**src/rtl/pport_pkg.sv**
```systemverilog
package pport_pkg;
    typedef enum logic [1:0] {
        MD_PLAIN     = 2'b00,
        MD_HS_OUT    = 2'b01,
        MD_HS_IN     = 2'b10,
        MD_PLAIN_ALT = 2'b11
    } port_mode_t;

    typedef enum logic [2:0] {
        ST_IDLE     = 3'd0,
        ST_OUT_WAIT = 3'd1,
        ST_IN_WAIT  = 3'd2,
        ST_IN_FULL  = 3'd3,
        ST_IN_ACK   = 3'd4
    } hs_state_t;

    localparam logic [1:0] ADDR_DATA = 2'd0;
    localparam logic [1:0] ADDR_DIR  = 2'd1;
    localparam logic [1:0] ADDR_CTRL = 2'd2;

    localparam int BIT_IEN   = 2;
    localparam int BIT_DONE  = 3;
    localparam int BIT_AVAIL = 4;
endpackage

```
**src/rtl/pport_regs.sv**
```systemverilog
module pport_regs
    import pport_pkg::*;
#(
    parameter int WIDTH = 8
) (
    input  logic             clk,
    input  logic             rst_n,
    input  logic             bus_sel,
    input  logic             bus_wr,
    input  logic [1:0]       bus_addr,
    input  logic [WIDTH-1:0] bus_wdata,
    input  logic [WIDTH-1:0] rd_value,
    input  logic             done,
    input  logic             avail,
    output logic [WIDTH-1:0] bus_rdata,
    output logic [WIDTH-1:0] data_out,
    output logic [WIDTH-1:0] ddr,
    output port_mode_t       mode,
    output logic             ien,
    output logic             wr_data_stb,
    output logic             rd_data_stb,
    output logic             ctrl_wr_stb,
    output port_mode_t       new_mode
);
    logic wr_dir_stb;

    always_comb begin
        wr_data_stb = bus_sel && bus_wr && (bus_addr == ADDR_DATA);
        wr_dir_stb  = bus_sel && bus_wr && (bus_addr == ADDR_DIR);
        ctrl_wr_stb = bus_sel && bus_wr && (bus_addr == ADDR_CTRL);
        rd_data_stb = bus_sel && !bus_wr && (bus_addr == ADDR_DATA);
        new_mode    = port_mode_t'(bus_wdata[1:0]);
    end

    always_ff @(posedge clk) begin
        if (!rst_n) begin
            data_out <= '0;
            ddr      <= '0;
            mode     <= MD_PLAIN;
            ien      <= 1'b0;
        end else begin
            if (wr_data_stb) data_out <= bus_wdata;
            if (wr_dir_stb)  ddr      <= bus_wdata;
            if (ctrl_wr_stb) begin
                mode <= new_mode;
                ien  <= bus_wdata[BIT_IEN];
            end
        end
    end

    always_comb begin
        bus_rdata = '0;
        unique case (bus_addr)
            ADDR_DATA: bus_rdata = rd_value;
            ADDR_DIR:  bus_rdata = ddr;
            ADDR_CTRL: begin
                bus_rdata[1:0]       = mode;
                bus_rdata[BIT_IEN]   = ien;
                bus_rdata[BIT_DONE]  = done;
                bus_rdata[BIT_AVAIL] = avail;
            end
            default:   bus_rdata = '0;
        endcase
    end
endmodule

```
**src/rtl/pport_pad.sv**
```systemverilog
module pport_pad #(
    parameter int WIDTH = 8
) (
    input  logic             clk,
    input  logic             rst_n,
    input  logic [WIDTH-1:0] data_out,
    input  logic [WIDTH-1:0] ddr,
    input  logic [WIDTH-1:0] pad_in,
    input  logic             latch_en,
    input  logic             use_hold,
    output logic [WIDTH-1:0] pad_out,
    output logic [WIDTH-1:0] pad_oe,
    output logic [WIDTH-1:0] rd_value
);
    logic [WIDTH-1:0] in_samp;
    logic [WIDTH-1:0] in_hold;

    always_ff @(posedge clk) begin
        if (!rst_n) begin
            in_samp <= '0;
            in_hold <= '0;
        end else begin
            in_samp <= pad_in;
            if (latch_en) in_hold <= pad_in;
        end
    end

    for (genvar i = 0; i < WIDTH; i++) begin : g_line
        always_comb begin
            pad_out[i] = data_out[i];
            pad_oe[i]  = ddr[i];
            if (ddr[i])        rd_value[i] = data_out[i];
            else if (use_hold) rd_value[i] = in_hold[i];
            else               rd_value[i] = in_samp[i];
        end
    end
endmodule

```
**src/rtl/pport_hs_fsm.sv**
```systemverilog
module pport_hs_fsm
    import pport_pkg::*;
(
    input  logic       clk,
    input  logic       rst_n,
    input  port_mode_t mode,
    input  port_mode_t new_mode,
    input  logic       ctrl_wr,
    input  logic       wr_data,
    input  logic       rd_data,
    input  logic       hs_accept,
    output logic       hs_ready,
    output logic       done,
    output logic       avail,
    output logic       latch_en,
    output logic       accept_rise
);
    hs_state_t state, state_nx;
    logic      acc_q;
    logic      set_done;

    always_ff @(posedge clk) begin
        if (!rst_n) begin
            state <= ST_IDLE;
            acc_q <= 1'b0;
        end else begin
            state <= state_nx;
            acc_q <= hs_accept;
        end
    end

    assign accept_rise = hs_accept && !acc_q;

    always_comb begin
        state_nx = state;
        if (ctrl_wr) begin
            state_nx = (new_mode == MD_HS_IN) ? ST_IN_WAIT : ST_IDLE;
        end else begin
            unique case (state)
                ST_IDLE: begin
                    if (mode == MD_HS_OUT && wr_data) state_nx = ST_OUT_WAIT;
                    else if (mode == MD_HS_IN)        state_nx = ST_IN_WAIT;
                end
                ST_OUT_WAIT: if (!wr_data && accept_rise) state_nx = ST_IDLE;
                ST_IN_WAIT:  if (accept_rise)             state_nx = ST_IN_FULL;
                ST_IN_FULL:  if (rd_data)                 state_nx = ST_IN_ACK;
                ST_IN_ACK:                                state_nx = ST_IN_WAIT;
                default:                                  state_nx = ST_IDLE;
            endcase
        end
    end

    always_comb begin
        hs_ready = (state == ST_OUT_WAIT) || (state == ST_IN_ACK);
        latch_en = (state == ST_IN_WAIT) && accept_rise && !ctrl_wr;
        set_done = (state == ST_OUT_WAIT) && accept_rise && !ctrl_wr && !wr_data;
    end

    always_ff @(posedge clk) begin
        if (!rst_n) begin
            done  <= 1'b0;
            avail <= 1'b0;
        end else if (ctrl_wr) begin
            done  <= 1'b0;
            avail <= 1'b0;
        end else begin
            if (wr_data)       done <= 1'b0;
            else if (set_done) done <= 1'b1;
            if (latch_en)                          avail <= 1'b1;
            else if (state == ST_IN_FULL && rd_data) avail <= 1'b0;
        end
    end
endmodule

```
**src/rtl/pport_top.sv**
```systemverilog
module pport_top
    import pport_pkg::*;
#(
    parameter int WIDTH = 8
) (
    input  logic             clk,
    input  logic             rst_n,
    input  logic             bus_sel,
    input  logic             bus_wr,
    input  logic [1:0]       bus_addr,
    input  logic [WIDTH-1:0] bus_wdata,
    output logic [WIDTH-1:0] bus_rdata,
    input  logic [WIDTH-1:0] pad_in,
    output logic [WIDTH-1:0] pad_out,
    output logic [WIDTH-1:0] pad_oe,
    output logic             hs_ready,
    input  logic             hs_accept,
    output logic             irq
);
    logic [WIDTH-1:0] data_out, ddr, rd_value;
    port_mode_t       mode, new_mode;
    logic             ien, done, avail, latch_en, accept_rise;
    logic             wr_data_stb, rd_data_stb, ctrl_wr_stb;

    pport_regs #(.WIDTH(WIDTH)) u_regs (
        .clk(clk), .rst_n(rst_n), .bus_sel(bus_sel), .bus_wr(bus_wr),
        .bus_addr(bus_addr), .bus_wdata(bus_wdata), .rd_value(rd_value),
        .done(done), .avail(avail), .bus_rdata(bus_rdata),
        .data_out(data_out), .ddr(ddr), .mode(mode), .ien(ien),
        .wr_data_stb(wr_data_stb), .rd_data_stb(rd_data_stb),
        .ctrl_wr_stb(ctrl_wr_stb), .new_mode(new_mode)
    );

    pport_pad #(.WIDTH(WIDTH)) u_pad (
        .clk(clk), .rst_n(rst_n), .data_out(data_out), .ddr(ddr),
        .pad_in(pad_in), .latch_en(latch_en), .use_hold(mode == MD_HS_IN),
        .pad_out(pad_out), .pad_oe(pad_oe), .rd_value(rd_value)
    );

    pport_hs_fsm u_fsm (
        .clk(clk), .rst_n(rst_n), .mode(mode), .new_mode(new_mode),
        .ctrl_wr(ctrl_wr_stb), .wr_data(wr_data_stb), .rd_data(rd_data_stb),
        .hs_accept(hs_accept), .hs_ready(hs_ready), .done(done),
        .avail(avail), .latch_en(latch_en), .accept_rise(accept_rise)
    );

    assign irq = ien && (done || avail);
endmodule

```
**config.mk**
```make
export PLATFORM = sky130hd
export DESIGN_NAME = pport_top
export DESIGN_NICKNAME = d
export VERILOG_FILES = /design/src/rtl/pport_pkg.sv /design/src/rtl/pport_regs.sv /design/src/rtl/pport_pad.sv /design/src/rtl/pport_hs_fsm.sv /design/src/rtl/pport_top.sv
export SDC_FILE = /design/constraint.sdc
export NUM_CORES = 1
export LEC_CHECK = 0
export ABC_AREA = 1
export ABC_CLOCK_PERIOD_IN_PS = 1400
export BUFFER_PORTS_ARGS = -buffer_cell sky130_fd_sc_hd__buf_2
export CORE_MARGIN = 2
export CORE_UTILIZATION = 52
export DETAILED_ROUTE_END_ITERATION = 10
export PLACE_DENSITY = 0.78
export SYNTH_ARGS = -nofsm -noshare
export SYNTH_HDL_FRONTEND = slang
export SYNTH_SLANG_ARGS = --single-unit
```
**constraint.sdc**
```tcl
create_clock -name clk -period 1.4 [get_ports clk]
set_input_delay 0.21 -clock clk [delete_from_list [all_inputs] [get_ports clk]]
set_output_delay 0.21 -clock clk [all_outputs]
set_load 0.03 [all_outputs]
```
==> impl.org, run 1 <==
** Critical path
- Of all nets on the critical path, the largest fanout is 7.
- Number of cells on the worst reg-to-reg path :: 7
- For the worst setup path, the data required time is 1.19 ns.
- By startpoint and endpoint, the worst setup path is classified as reg -> out.
- The critical path crosses 8 cells after its start point.
- Kind of start point of the critical path :: flip-flop
- Slowest CP cell :: sky130_fd_sc_hd__dfxtp_2
- CP arrival :: 1.45 ns
- Worst path bufs/invs :: 3
- Ordered cell list for the critical path :: inv_2, nand2_4, buf_6, o21ai_1, nor2_1, a21oi_1, o22ai_1, buf_4
- On the worst path, the slowest cell contributes a delay of 0.33 ns.
- The worst setup path is captured at a primary output.
- In this design, the largest share of critical-path delay is due to buffers and inverters.

** Timing
- For the final database, setup skew stands at 0.003385 ns.
- The max-slew violation count came to 0.
- Final worst hold slack :: 0.1058 ns
- Maximum clock frequency :: 0.6037 GHz
- Setup slack of the critical path after layout :: -0.2564 ns
- In this run the tightest slew margin relative to its limit is 77.81%.
- For the finished layout, the period the worst path requires is 1.656 ns.
- Setup repair after global routing could not meet its margin everywhere.
- Final period util :: 118.3%
- Final number of setup-violating endpoints :: 8
- At the pin with the least slew margin, the transition time is 0.3325 ns.
- The final count of hold timing violations was 0.

** Die
- The floorplan step set the die height to 65.01 um.
- Die area :: 4226 sq um
- In this run the count of I/O pins placed on the die edge is 49.
- DIE WIDTH :: 65.01 um
- Placement Rows :: 22
- Initial standard-cell utilization of the core :: 53.68%
- The core region is 3606 sq um.

** Routing
- Number of iterations in the first detailed-routing pass :: 4
- Iteration-0 DRC count of the detailed router :: 187
- Vias :: 2,020
- In the routed design, unresolved DRC markers number 0.
- Via/cell ratio :: 5.025
- The detail route stage leaves a number of antenna-violating nets equal to 0.
- Routed wire length per instance :: 12.81 um
- Routed wire length :: 5.150 mm

** Clocking
- Number of H-tree levels :: 2
- Clk root buf :: sky130_fd_sc_hd__clkbuf_8
- Number of buffers between clock root and the deepest sink :: 2
- Clock-pin slew was measured on the worst setup and hold paths at 0.07 ns.
- TritonCTS created 5 clock buffers.
- At the later pin of the worst-skew pair, clock insertion delay measures 0.30 ns.
- The clock net in this run drives a total of 41 sinks.
- TritonCTS clock tree :: done

** Cells and area
- Number of inserted diodes :: 0
- After the last flow step, the layout net total stands at 376.
- Commonest cells after routing, fill and taps aside :: 62 x sky130_fd_sc_hd__nor2_1, 39 x sky130_fd_sc_hd__buf_2, 38 x sky130_fd_sc_hd__nand2_1, 37 x sky130_fd_sc_hd__dfxtp_1, 32 x sky130_fd_sc_hd__buf_4
- Compared with the post-synthesis result, the final layout area differs by 36.97%.
- Fraction of final layout cells sized beyond drive strength 1 :: 32.49%
- Most common cell after layout, fill and taps aside :: sky130_fd_sc_hd__nor2_1
- The filler cells instantiated in the layout total 311.

** Power and ir drop
- The worst-case IR drop observed on VDD is 0.0009043 V.
- The analysis attributes to cell leakage a power of 1.343 nW.
- Dividing total power by cell area gives a power density of 1155 nW/um^2.
- In this run switching power makes up 30.00% of total power.
- Combinational logic burns 24.5% of the power.
- Net switching power :: 0.9189 mW
- Share of total power in the clock network :: 31.8%
- Overall power consumption after layout is estimated at 3.063 mW.
- Sequential fraction of design power :: 43.7%
- Internal Power :: 2.144 mW

** Placed design
- The wire-length estimate of the detail-placed layout is 3.794 mm.
- Worst slack after detailed placement :: -0.01676 ns
- I/O Buffers :: 48
- At the end of routability-driven placement, the weighted congestion stood at 0.9297.

** Min path
- Min-Delay Path Depth :: 3
- The path class of the tightest hold or removal check is in -> reg.

** Logic synthesis
- Sequential cells were found to cover 42.40% of the synthesized design area.
- Synthesis produced a netlist with a net count of 299.
- Yosys printed 0 warnings.
- Dividing the synthesized area by the synthesized cell count gives 7.013 sq um.
- Synth Instances :: 276
- The number of different library cells used by synthesis comes to 31.
- The cell area that synthesis handed to floorplanning was 1936 sq um.
- Seq cells post-synth :: 41

** Global routing
- The number of antenna violations at the first check in global routing was 0.
- Summed over all layers, the global routing overflow is 0.
- Total global routing track utilization :: 26.76%
- Pin count of the biggest net entering global routing :: 39
- Vias in the first global route :: 1,860
- Global-route wire length before repair :: 8.466 mm

** Job
- Max-cap violations in this run came to 0.

** Status
- Result of the run :: finished, violations left
- The checks that failed: setup timing.
==> repair_timing <==
item / 4_1_cts / 5_1_grt
buffers inserted: 2 / 2
hold buffers: 0 / 0
resized for setup: 21 / 7
hold endpoints to repair: 0 / 0
pin swaps: 6 / 6
endpoints found under the setup margin: 9 / 20
==> power by group through the flow <==
| stage | combinational, mW | clock, mW | sequential, mW |
|---|---|---|---|
| global placement | 0.691 | 0 | 1.35 |
| global route | 0.840 | 1.04 | 1.35 |
| detailed placement | 0.700 | 0 | 1.35 |
| finish | 0.750 | 0.973 | 1.34 |
| CTS | 0.725 | 0.985 | 1.33 |
| floorplan | 0.457 | 0 | 1.37 |
==> path summary, 6_finish.rpt <==
path	startpoint	endpoint	slack, ns
worst max-delay path	u_regs.mode[0]$_SDFFE_PN0P_	bus_rdata[5]	-0.26
worst max register to register	u_fsm.state[1]$_SDFFE_PN0P_	u_pad.in_hold[4]$_SDFFE_PN0P_	0.15
worst min-delay path	pad_in[3]	u_pad.in_samp[3]$_SDFF_PN0_	0.11
worst min register to register	u_pad.in_hold[2]$_SDFFE_PN0P_	u_pad.in_hold[2]$_SDFFE_PN0P_	0.51
==> synth_stat cells <==
library cell,instances,area share (%)
sky130_fd_sc_hd__inv_1,29,5.6
sky130_fd_sc_hd__inv_4,1,0.32
sky130_fd_sc_hd__o22ai_1,1,0.32
sky130_fd_sc_hd__o21ai_0,24,6.2
sky130_fd_sc_hd__o31ai_1,1,0.39
sky130_fd_sc_hd__clkinv_1,1,0.19
sky130_fd_sc_hd__dfxtp_1,41,42
sky130_fd_sc_hd__nand3_2,1,0.52
sky130_fd_sc_hd__inv_2,5,0.97
sky130_fd_sc_hd__a21oi_1,18,4.7
sky130_fd_sc_hd__buf_2,1,0.26
sky130_fd_sc_hd__nand3_1,15,3.9
sky130_fd_sc_hd__o21ai_1,7,1.8
sky130_fd_sc_hd__nand2_2,2,0.65
sky130_fd_sc_hd__a211oi_1,1,0.39
sky130_fd_sc_hd__nor2_4,2,1.2
sky130_fd_sc_hd__nor2_1,64,12
sky130_fd_sc_hd__nand2_1,38,7.4
sky130_fd_sc_hd__o211ai_1,4,1.6
sky130_fd_sc_hd__clkbuf_1,3,0.58
sky130_fd_sc_hd__nand2_8,1,1.0
sky130_fd_sc_hd__buf_6,3,1.7
sky130_fd_sc_hd__nor2_2,1,0.32
sky130_fd_sc_hd__nand4_1,1,0.32
sky130_fd_sc_hd__o211a_1,1,0.52
sky130_fd_sc_hd__nor3_4,1,0.84
sky130_fd_sc_hd__o41ai_1,2,0.91
sky130_fd_sc_hd__buf_1,1,0.19
sky130_fd_sc_hd__nor3_1,4,1.0
sky130_fd_sc_hd__nor2_8,1,1.0
sky130_fd_sc_hd__o21a_1,1,0.39
==> cell families (layout without fill, tap and decap cells) <==
group | count (synthesis) | count (layout) | synth area share (%)
compound gates | 60 | 60 | 17.13
flops | 41 | 41 | 42.40
buf+inv | 44 | 122 | 9.889
simple gates | 131 | 131 | 30.58
==> sequential cells by signal (all words and copies together), names as in the netlist, 2 cells and up <==
register and flops:
u_pad.in_samp 8, u_regs.mode 2, u_fsm.state 3, u_pad.in_hold 8, u_regs.ddr 8, u_regs.data_out 8
==> cell type report <==
| class | instances | area, sq um | area share (%) |
|---|---|---|---|
| clock buffer | 7 | 86.33 | 3.256 |
| clock inverter | 1 | 30.03 | 1.133 |
| inverter | 36 | 138.9 | 5.238 |
| multi-input combinational | 191 | 978.4 | 36.90 |
| sequential | 41 | 825.8 | 31.15 |
| tap | 48 | 60.06 | 2.265 |
| timing repair buffer | 78 | 531.8 | 20.06 |
==> routing by layer <==
layer  vias up  routed length, um  global-route usage (%)
met4         0                 96                   10.94
met1       901               2224                   33.98
met3        10                330                   4.861
met5         -                  0                       0
li1       1040                  -                       -
met2        69               2498                   44.72
==> tightest hold or removal path, cell delays in order <==
cell                      delay, ns
sky130_fd_sc_hd__buf_2         0.09
sky130_fd_sc_hd__nand2_1       0.04
sky130_fd_sc_hd__inv_1         0.04
==> through the flow <==
stage / setup TNS (ns) / instance area [sq um] / util, % / std cells
2_1_floorplan: -0.2163 / 1966 / - / 276
3_3_place_gp: 0 / 2432 / 67.45 / 390
3_5_place_dp: -0.03386 / 2432 / 67.45 / 390
4_1_cts: -1.709 / 2620 / 72.66 / 400
5_1_grt: -2.239 / 2651 / 73.53 / 402
6_report: -1.592 / 2651 / 73.53 / 402
Power figures use the tool's default switching activity.
==> run 2: changes to the inputs <==
--- a/config.mk
+++ b/config.mk
@@ -9,9 +9,10 @@
 export ABC_CLOCK_PERIOD_IN_PS = 1400
 export BUFFER_PORTS_ARGS = -buffer_cell sky130_fd_sc_hd__buf_2
 export CORE_MARGIN = 2
-export CORE_UTILIZATION = 52
+export CORE_UTILIZATION = 54
 export DETAILED_ROUTE_END_ITERATION = 10
-export PLACE_DENSITY = 0.78
+export PLACE_DENSITY = 0.79
 export SYNTH_ARGS = -nofsm -noshare
 export SYNTH_HDL_FRONTEND = slang
+export SYNTH_HIERARCHICAL = 1
 export SYNTH_SLANG_ARGS = --single-unit
==> run 2 against run 1 <==
The run still ends with setup timing left. Worst setup slack improved by 0.088 ns. Clock-buffer cell count did not move. Synthesized area up 19%. Largest power group unchanged. Sequential share of layout area is 1.9 points lower. Design area grew 6.3%. Sequential cell count unchanged. Critical path type unchanged. Combinational power up 24%. Worst hold slack got worse by 0.0023 ns. Via count grew 16%. Clock power fell by 12%.
==> impl.org, run 2 <==
** Status
- Result of the run :: finished, violations left
- Violations in the final reports :: setup timing

** Routing
- Vias :: 2,337 (+16%)
- The number of antenna-violating nets in the routed design was 0 (unchanged).
- Routed wire length :: 5.453 mm (+5.9%)
- Routed wire length per instance :: 11.48 um (-10%)
- The wire length on met1 came to 2.506 mm (+13%).
- The post-detailed-route via-to-cell ratio is 4.920 (-2.1%).
- The met3 routed wirelength came to 358 um (+8.5%).
- The violation count after the first detailed-route iteration came to 163 (-13%).
- Met2 Wirelength :: 2.412 mm (-3.4%)
- Highest metal layer used by the detailed router :: met4
- Post-detailed-route DRC marker count :: 0 (unchanged)
- Number of iterations in the first detailed-routing pass :: 5 (+1)

** Cells and area
- Number of inserted diodes :: 0 (unchanged)
- Final Core Density :: 69.47% (-4.1 points)
- In the layout the commonest cells are 108 x sky130_fd_sc_hd__nand2_1, 71 x sky130_fd_sc_hd__nor2_1, 52 x sky130_fd_sc_hd__inv_1, 39 x sky130_fd_sc_hd__buf_2, 39 x sky130_fd_sc_hd__dfxtp_1.
- Synth-to-Final Area Change :: 22.58%
- The fill cell total of the finished layout was 351 (+13%).
- Fraction of final layout cells sized beyond drive strength 1 :: 26.82% (-5.7 points)
- The library cell used most frequently in the layout, excluding fill and tap cells, is sky130_fd_sc_hd__nand2_1.
- The post-layout net count was 447 (+19%).

** Critical path
- The cell that appears most often on the critical path is sky130_fd_sc_hd__nand2_1.
- The setup path with the least slack is of type reg -> out.
- CP arrival :: 1.36 ns (-0.09 ns)
- Worst endpoint required time :: 1.19 ns (about the same)
- Walking the worst path, the cells encountered are inv_2, nor2_4, buf_6, nand2_1, nand3_2, nand2_1, nand2_1, nand3_2, buf_6.
- Critical path fanouts, max :: 8 (+1)
- STA classifies the critical path startpoint as a flip-flop.
- Delay of the slowest cell on the worst path :: 0.34 ns (about the same)
- Crit-path leading delay family :: simple AND/OR/NAND/NOR gates
- For this design, the slowest cell found on the critical path is sky130_fd_sc_hd__dfxtp_2.
- Critical path endpoint category :: primary output
- The number of buffers and inverters on the critical path came to 3 (unchanged).

** Logic synthesis
- Seq cells post-synth :: 41 (unchanged)
- The synthesized area divided by synthesized cell count came to 6.149 sq um (-12%).
- The gate count of the mapped netlist is 374 (+36%).
- Most numerous cell types in the synthesized netlist :: 111 x sky130_fd_sc_hd__nand2_1, 73 x sky130_fd_sc_hd__nor2_1, 53 x sky130_fd_sc_hd__inv_1, 41 x sky130_fd_sc_hd__dfxtp_1, 36 x sky130_fd_sc_hd__nand3_1
- After synthesis, the cell types taking the most area are sky130_fd_sc_hd__dfxtp_1 36%, sky130_fd_sc_hd__nand2_1 18%, sky130_fd_sc_hd__nor2_1 12%.
- Top FF cell, synth :: sky130_fd_sc_hd__dfxtp_1
- Share of synthesized area occupied by flip-flops and latches :: 35.69% (-6.7 points)
- Share of Yosys cell area claimed by the top area cell type :: 35.69% (-6.7 points)
- Synthesized Nets :: 397 (+33%)
- The number of flops mapped to enable cells by yosys came to 0 (unchanged).
- Top-count cell post-synth :: sky130_fd_sc_hd__nand2_1
- Cell accounting for the most synthesized area :: sky130_fd_sc_hd__dfxtp_1
- The cell area after synthesis is 2300 sq um (+19%).
- Distinct cells, synth :: 22 (-29%)
- The proportion of register bits with asynchronous set or reset after synthesis was 0% (unchanged).
- The number of warnings issued by yosys came to 6 (+6).

** Clocking
- Clock-pin slew of the registers on the worst-case setup and hold paths :: 0.08 ns (about the same)
- CTS placed an instance of sky130_fd_sc_hd__clkbuf_8 at the clock tree root.
- Number of buffers created by CTS :: 5 (unchanged)
- The maximum root-to-sink buffer count is 2 (unchanged).
- The hold buffer count at cts is 0 (unchanged).
- Clock Latency Late Sink :: 0.30 ns (about the same)
- Number of H-tree levels :: 2 (unchanged)
- The clock sink count was 41 (unchanged).
- TritonCTS built the clock tree.

** Timing
- Setup repair after global routing could not meet its margin everywhere.
- The post-route worst hold slack came to 0.1034 ns (-0.002303 ns).
- The max-slew violation count came to 0 (unchanged).
- The maximum clock frequency came to 0.6374 GHz (+5.6%).
- Setup slack of the critical path after layout :: -0.1688 ns (+0.08764 ns)
- The number of failing setup endpoints in the final timing report is 8 (unchanged).
- TNS Setup :: -1.175 ns (+0.4170 ns)
- The worst clock skew is 0.003540 ns (+0.0001547 ns).
- Relative max-transition margin :: 73.00% (-4.8 points)
- Actual transition at the worst max-transition pin :: 0.4050 ns (+0.07254 ns)
- The shortest period the worst path allows came to 1.569 ns (-0.08764 ns).
- Final period util :: 112.1% (-6.3 points)
- The final count of hold timing violations is 0 (unchanged).

** Die
- Core Region :: 4058 sq um (+13%)
- DIE WIDTH :: 69.26 um (+6.5%)
- The I/O pin total came to 49 (unchanged).
- DIE HEIGHT :: 69.26 um (+6.5%)
- Placement Rows :: 23 (+4.5%)
- Die area :: 4797 sq um (+14%)
- Initial standard-cell utilization of the core :: 56.68% (+3.0 points)

** Power and ir drop
- Largest voltage drop on the vdd net :: 0.0004850 V (-46%)
- Net switching power :: 1.045 mW (+14%)
- The combinational power share came to 29.9% (+5.4 points).
- The proportion of power drawn by the clock network came to 27.4% (-4.4 points).
- The power density normalized to cell area is 1105 nW/um^2 (-4.3%).
- Sequential fraction of design power :: 42.7% (-1.0 points)
- Total Power Consumption :: 3.115 mW (+1.7%)
- The switching share of power came to 33.54% (+3.5 points).
- Internal Power :: 2.070 mW (-3.4%)
- The leakage power summed over all cells was 1.527 nW (+14%).

** Placed design
- Final weighted congestion in routability-driven placement :: 0.8925 (-4.0%)
- The detailed placement HPWL came to 3.871 mm (+2.0%).
- The count of buffers inserted at the top-level ports was 48 (unchanged).

** Job
- MaxCap Viol Count :: 0 (unchanged)

** Global routing
- The via count of the first global-routing pass is 1,987 (+6.8%).
- The pin count of the biggest net entering global routing is 23 (-41%).
- The number of antenna violations at the first check in global routing is 0 (unchanged).
- The total routing usage reported by global routing was 22.58% (-4.2 points).
- Sum of overflow across all layers after global routing :: 0 (unchanged)
- The first-pass GRT wire length was 8.838 mm (+4.4%).

** Min path
- Worst min path class :: in -> reg
[run 2: power by group through the flow]
stage                     Clock, mW  Combinational (mW)  Sequential [mW]
after floorplan                   0               0.597             1.34
after global placement            0               0.816             1.34
after detailed placement          0               0.824             1.35
after CTS                     0.867               0.875             1.32
after global routing          0.917                1.04             1.34
final                         0.855               0.931             1.33
[run 2: what timing repair did]
item / CTS / global route
resized for setup: 32 / 8
pin swaps: 18 / 6
endpoints found under the setup margin: 9 / 12
buffers inserted: 0 / 3
hold endpoints to repair: 0 / 0
[run 2: stage by stage]
stage | cells | instance area [sq um] | setup slack [ns]
finish | 475 | 2819 | -0.1688
global route | 475 | 2819 | -0.2816
CTS | 472 | 2763 | -0.1934
detailed placement | 464 | 2556 | -0.007587
global placement | 464 | 2556 | 0.04294
floorplan | 374 | 2300 | 0.05498
[run 2: cell type report]
type | count | area, sq um | area share (%)
Clock buffer | 7 | 96.34 | 3.418
Sequential cell | 41 | 823.3 | 29.21
Inverter | 60 | 225.2 | 7.989
Tap cell | 50 | 62.56 | 2.219
Clock inverter | 1 | 5.005 | 0.1775
Timing Repair Buffer | 68 | 466.7 | 16.56
Multi-Input combinational cell | 248 | 1140 | 40.43
[run 2: logic make-up (layout without fill, tap and decap cells)]
| logic type | Yosys count | count (layout) | synth area share (%) |
|---|---|---|---|
| AND/OR/NAND/NOR | 236 | 236 | 43.63 |
| flip-flops | 41 | 41 | 35.69 |
| AO/OA/AOI/OAI | 12 | 12 | 2.774 |
| buffers and inverters | 85 | 136 | 17.90 |
[run 2: worst paths after layout]
| check | startpoint | endpoint | slack (ns) | depth (start not counted) |
|---|---|---|---|---|
| worst max-delay path | u_regs/mode[1]$_SDFFE_PN0P_ | bus_rdata[2] | -0.17 | 9 |
| worst min-delay path | pad_in[0] | u_pad/in_samp[0]$_SDFF_PN0_ | 0.10 | 3 |
| worst max register to register | u_fsm/state[2]$_SDFFE_PN0P_ | u_pad/in_hold[5]$_SDFFE_PN0P_ | 0.08 | 9 |
| worst min register to register | u_regs/data_out[5]$_SDFFE_PN0P_ | u_regs/data_out[5]$_SDFFE_PN0P_ | 0.50 | 2 |
[run 2: tightest hold or removal path, stage by stage]
cell and delay, ns:
sky130_fd_sc_hd__buf_2 0.09, sky130_fd_sc_hd__nand2_1 0.04, sky130_fd_sc_hd__inv_1 0.04
[run 2: layer usage]
metal  up-vias  GRT usage (%)
met5         -              0
met4         0          12.85
met3        19          4.797
met2        97          34.62
met1      1019          29.31
li1       1202              -
==> run 3: changes to the inputs <==
--- a/config.mk
+++ b/config.mk
@@ -8,8 +8,10 @@
 export ABC_AREA = 1
 export ABC_CLOCK_PERIOD_IN_PS = 1400
 export BUFFER_PORTS_ARGS = -buffer_cell sky130_fd_sc_hd__buf_2
+export CELL_PAD_IN_SITES_DETAIL_PLACEMENT = 0
+export CELL_PAD_IN_SITES_GLOBAL_PLACEMENT = 1
 export CORE_MARGIN = 2
-export CORE_UTILIZATION = 54
+export CORE_UTILIZATION = 37
 export DETAILED_ROUTE_END_ITERATION = 10
 export PLACE_DENSITY = 0.79
 export SYNTH_ARGS = -nofsm -noshare
==> run 3 against run 2 <==
The flow still finishes with violations (setup timing). Combinational power grew 2%. Wire length rose by 7.0%. First-iteration DRC count down 55%. Critical path type unchanged. Highest routed layer unchanged.
==> impl.org, run 3 (same netlist as run 2, synthesis figures left out) <==
** Status
- Result of the run :: finished, violations left
- The checks that failed: setup timing.

** Timing
- The aggregate negative setup slack came to -1.250 ns (-0.07553 ns).
- Final number of setup-violating endpoints :: 8 (unchanged)
- Maximum clock frequency :: 0.6360 GHz (-0.22%)
- Final critical delay including setup and external delays :: 1.572 ns (+0.003503 ns)
- Unrepaired setup endpoints after global routing :: true
- Relative max-transition margin :: 78.95% (+5.9 points)
- The transition time of the tightest slew-check pin came to 0.3153 ns (-0.08968 ns).
- Worst setup skew after layout :: 0.009608 ns (+0.006068 ns)
- Setup slack of the critical path after layout :: -0.1723 ns (-0.003503 ns)
- The max-slew violation count is 0 (unchanged).
- The final count of hold timing violations was 0 (unchanged).
- Final period util :: 112.3% (+0.25 points)

** Critical path
- Number of cells on the worst reg-to-reg path :: 9 (unchanged)
- Critical path endpoint category :: primary output
- Worst Setup Path Type :: reg -> out
- The endpoint identified for the worst register-to-register timing path is u_pad/in_hold[2]$_SDFFE_PN0P_.
- The arrival time at the worst endpoint came to 1.36 ns (about the same).
- The required time of the critical path was 1.19 ns (about the same).
- Register-to-register setup slack :: 0.11 ns (+0.03 ns)
- The worst setup path is launched from a flip-flop.
- The worst register-to-register path begins at u_fsm/state[2]$_SDFFE_PN0P_.
- The highest net fanout along the worst path was 8 (unchanged).

** Cells and area
- The number of diodes came to 0 (unchanged).
- Final Core Density :: 48.40% (-21 points)
- Fraction of final layout cells sized beyond drive strength 1 :: 28.10% (+1.3 points)
- The post-layout net count was 449 (+0.45%).
- The library cell used most frequently in the layout, excluding fill and tap cells, is sky130_fd_sc_hd__nand2_1.
- The area growth from synthesis to layout is 25.35%.
- Commonest cells after routing, fill and taps aside :: 106 x sky130_fd_sc_hd__nand2_1, 71 x sky130_fd_sc_hd__nor2_1, 52 x sky130_fd_sc_hd__inv_1, 39 x sky130_fd_sc_hd__buf_2, 37 x sky130_fd_sc_hd__dfxtp_1
- Finished Layout Cells :: 502 (+5.7%)

** Routing
- The via total after detailed routing was 2,226 (-4.7%).
- The routed length per placed instance was 11.62 um (+1.3%).
- The violation count after the first detailed-route iteration came to 74 (-55%).
- Number of iterations in the first detailed-routing pass :: 5 (unchanged)
- The number of antenna-violating nets in the routed design came to 0 (unchanged).
- Post-detailed-route DRC marker count :: 0 (unchanged)
- The total wirelength of the detailed-routed design is 5.835 mm (+7.0%).
- The post-detailed-route via-to-cell ratio came to 4.434 (-9.9%).

** Clocking
- The clock insertion delay at the later pin of the skew report is 0.30 ns (about the same).
- TritonCTS clock tree :: done
- Number of H-tree levels :: 2 (unchanged)
- The maximum root-to-sink buffer count came to 2 (unchanged).
- Clock-pin slew of the registers on the worst-case setup and hold paths :: 0.09 ns (about the same)
- The clock sink count came to 41 (unchanged).
- Clk root buf :: sky130_fd_sc_hd__clkbuf_8
- The hold buffer count at cts is 0 (unchanged).
- Number of buffers created by CTS :: 5 (unchanged)

** Power and ir drop
- The worst IR drop on VDD is 0.0005052 V (+4.2%).
- Static leakage power :: 1.540 nW (+0.88%)
- The design internal power was 1.995 mW (-3.6%).
- The proportion of power drawn by the clock network is 26.0% (-1.4 points).
- Sequential fraction of design power :: 43.2% (+0.5 points)
- Net switching power :: 1.082 mW (+3.6%)
- The power density normalized to cell area is 1068 nW/um^2 (-3.4%).
- The switching share of power came to 35.17% (+1.6 points).
- The combinational power share came to 30.8% (+0.9 points).

** Die
- Die area :: 6862 sq um (+43%)
- DIE HEIGHT :: 82.84 um (+20%)
- The effective utilization at floorplan was 38.61% (-18 points).
- DIE WIDTH :: 82.84 um (+20%)
- Num ports :: 49 (unchanged)
- The number of placement rows is 28 (+22%).
- Core Region :: 5956 sq um (+47%)

** Job
- MaxCap Viol Count :: 0 (unchanged)

** Global routing
- Sum of overflow across all layers after global routing :: 0 (unchanged)
- The via count of the first global-routing pass is 2,118 (+6.6%).
- The first-pass GRT wire length came to 9.929 mm (+12%).
- Pin count of the biggest net entering global routing :: 41 (+78%)
- The number of antenna violations at the first check in global routing was 0 (unchanged).
- The total routing usage reported by global routing was 17.52% (-5.1 points).

** Min path
- Worst Hold Path EP :: u_pad/in_samp[4]$_SDFF_PN0_
- The number of cells on the worst hold path came to 3 (unchanged).
- In this run the worst hold path is classified as in -> reg.
- The startpoint identified for the worst hold timing path is pad_in[4].

** Placed design
- Placed cells :: 491 (+5.8%)
- I/O Buffers :: 48 (unchanged)
- DP HPWL :: 4.222 mm (+9.1%)
- Worst slack after detailed placement :: 0.006488 ns (+0.01408 ns)
- The routability-driven placement congestion ratio was 0.7841 (-12%).
## run 3: changes by cell type in the layout (fill, tap and decap cells not counted), moves of 2 or more
cell / previous run / this run
sky130_fd_sc_hd__clkbuf_8: 7 / 5
sky130_fd_sc_hd__dfxtp_2: 2 / 4
sky130_fd_sc_hd__clkinv_4: 0 / 2
sky130_fd_sc_hd__nand2_2: 4 / 6
sky130_fd_sc_hd__nand2_1: 108 / 106
sky130_fd_sc_hd__dfxtp_1: 39 / 37
## run 3: area by class of cell
class | count | area (sq um)
Inverter | 60 | 225.2
Clock inverter | 3 | 22.52
Clock buffer | 5 | 68.82
Timing Repair Buffer | 70 | 494.2
Tap cell | 75 | 93.84
Fill cell | 636 | 3073
Sequential cell | 41 | 825.8
Multi-Input combinational cell | 248 | 1152
## run 3: routing by layer
metal  GRT usage, %  share of wire (%)  up-vias
met5              0                  0        -
met4          5.812               0.69        0
met3          3.877                4.3        2
met2          27.49                 45       45
met1          23.86                 50      974
li1               -                  -     1205
## run 3: worst max-delay path, cell delays in order, from the launching register on
cell and delay, ns:
sky130_fd_sc_hd__dfxtp_2 0.34, sky130_fd_sc_hd__inv_2 0.04, sky130_fd_sc_hd__nor2_4 0.09, sky130_fd_sc_hd__buf_6 0.14, sky130_fd_sc_hd__nand2_2 0.06, sky130_fd_sc_hd__nand3_2 0.06, sky130_fd_sc_hd__nand2_1 0.05, sky130_fd_sc_hd__nand2_1 0.07
sky130_fd_sc_hd__nand3_2 0.08, sky130_fd_sc_hd__buf_6 0.15
## run 3: power groups by stage
stage | sequential, mW | clock (mW) | combinational, mW
2_1_floorplan | 1.34 | 0 | 0.597
3_3_place_gp | 1.35 | 0 | 0.833
3_5_place_dp | 1.35 | 0 | 0.833
4_1_cts | 1.32 | 0.827 | 0.890
5_1_grt | 1.34 | 0.885 | 1.07
6_report | 1.33 | 0.800 | 0.947
## run 3: worst max-delay path by stage
stage                                           start            to  cells past startpoint
after floorplan           u_regs/mode[0]$_SDFFE_PN0P_  bus_rdata[0]                      8
after global placement    u_regs/mode[1]$_SDFFE_PN0P_  bus_rdata[4]                      9
after detailed placement  u_regs/mode[1]$_SDFFE_PN0P_  bus_rdata[4]                      9
after CTS                 u_regs/mode[1]$_SDFFE_PN0P_  bus_rdata[0]                      9
after global routing      u_regs/mode[1]$_SDFFE_PN0P_  bus_rdata[2]                      9
final                     u_regs/mode[1]$_SDFFE_PN0P_  bus_rdata[4]                      9
## run 3: what timing repair did
item | 4_1_cts | 5_1_grt
pin swaps | 14 | 7
endpoints found under the setup margin | 9 | 17
gates resized for setup | 36 | 9
endpoints found under the hold margin | 0 | 0
setup buffers | 0 | 3
## run 3: per-stage QoR
| stage | instance area (sq um) | hold WS, ns | total power [mW] |
|---|---|---|---|
| 6_report | 2883 | 0.09617 | 3.078 |
| 5_1_grt | 2883 | 0.08006 | 3.299 |
| 4_1_cts | 2830 | 0.08793 | 3.039 |
| 3_5_place_dp | 2615 | 0.4103 | 2.181 |
| 3_3_place_gp | 2615 | 0.4095 | 2.180 |
| 2_1_floorplan | 2300 | 0.3035 | 1.940 |
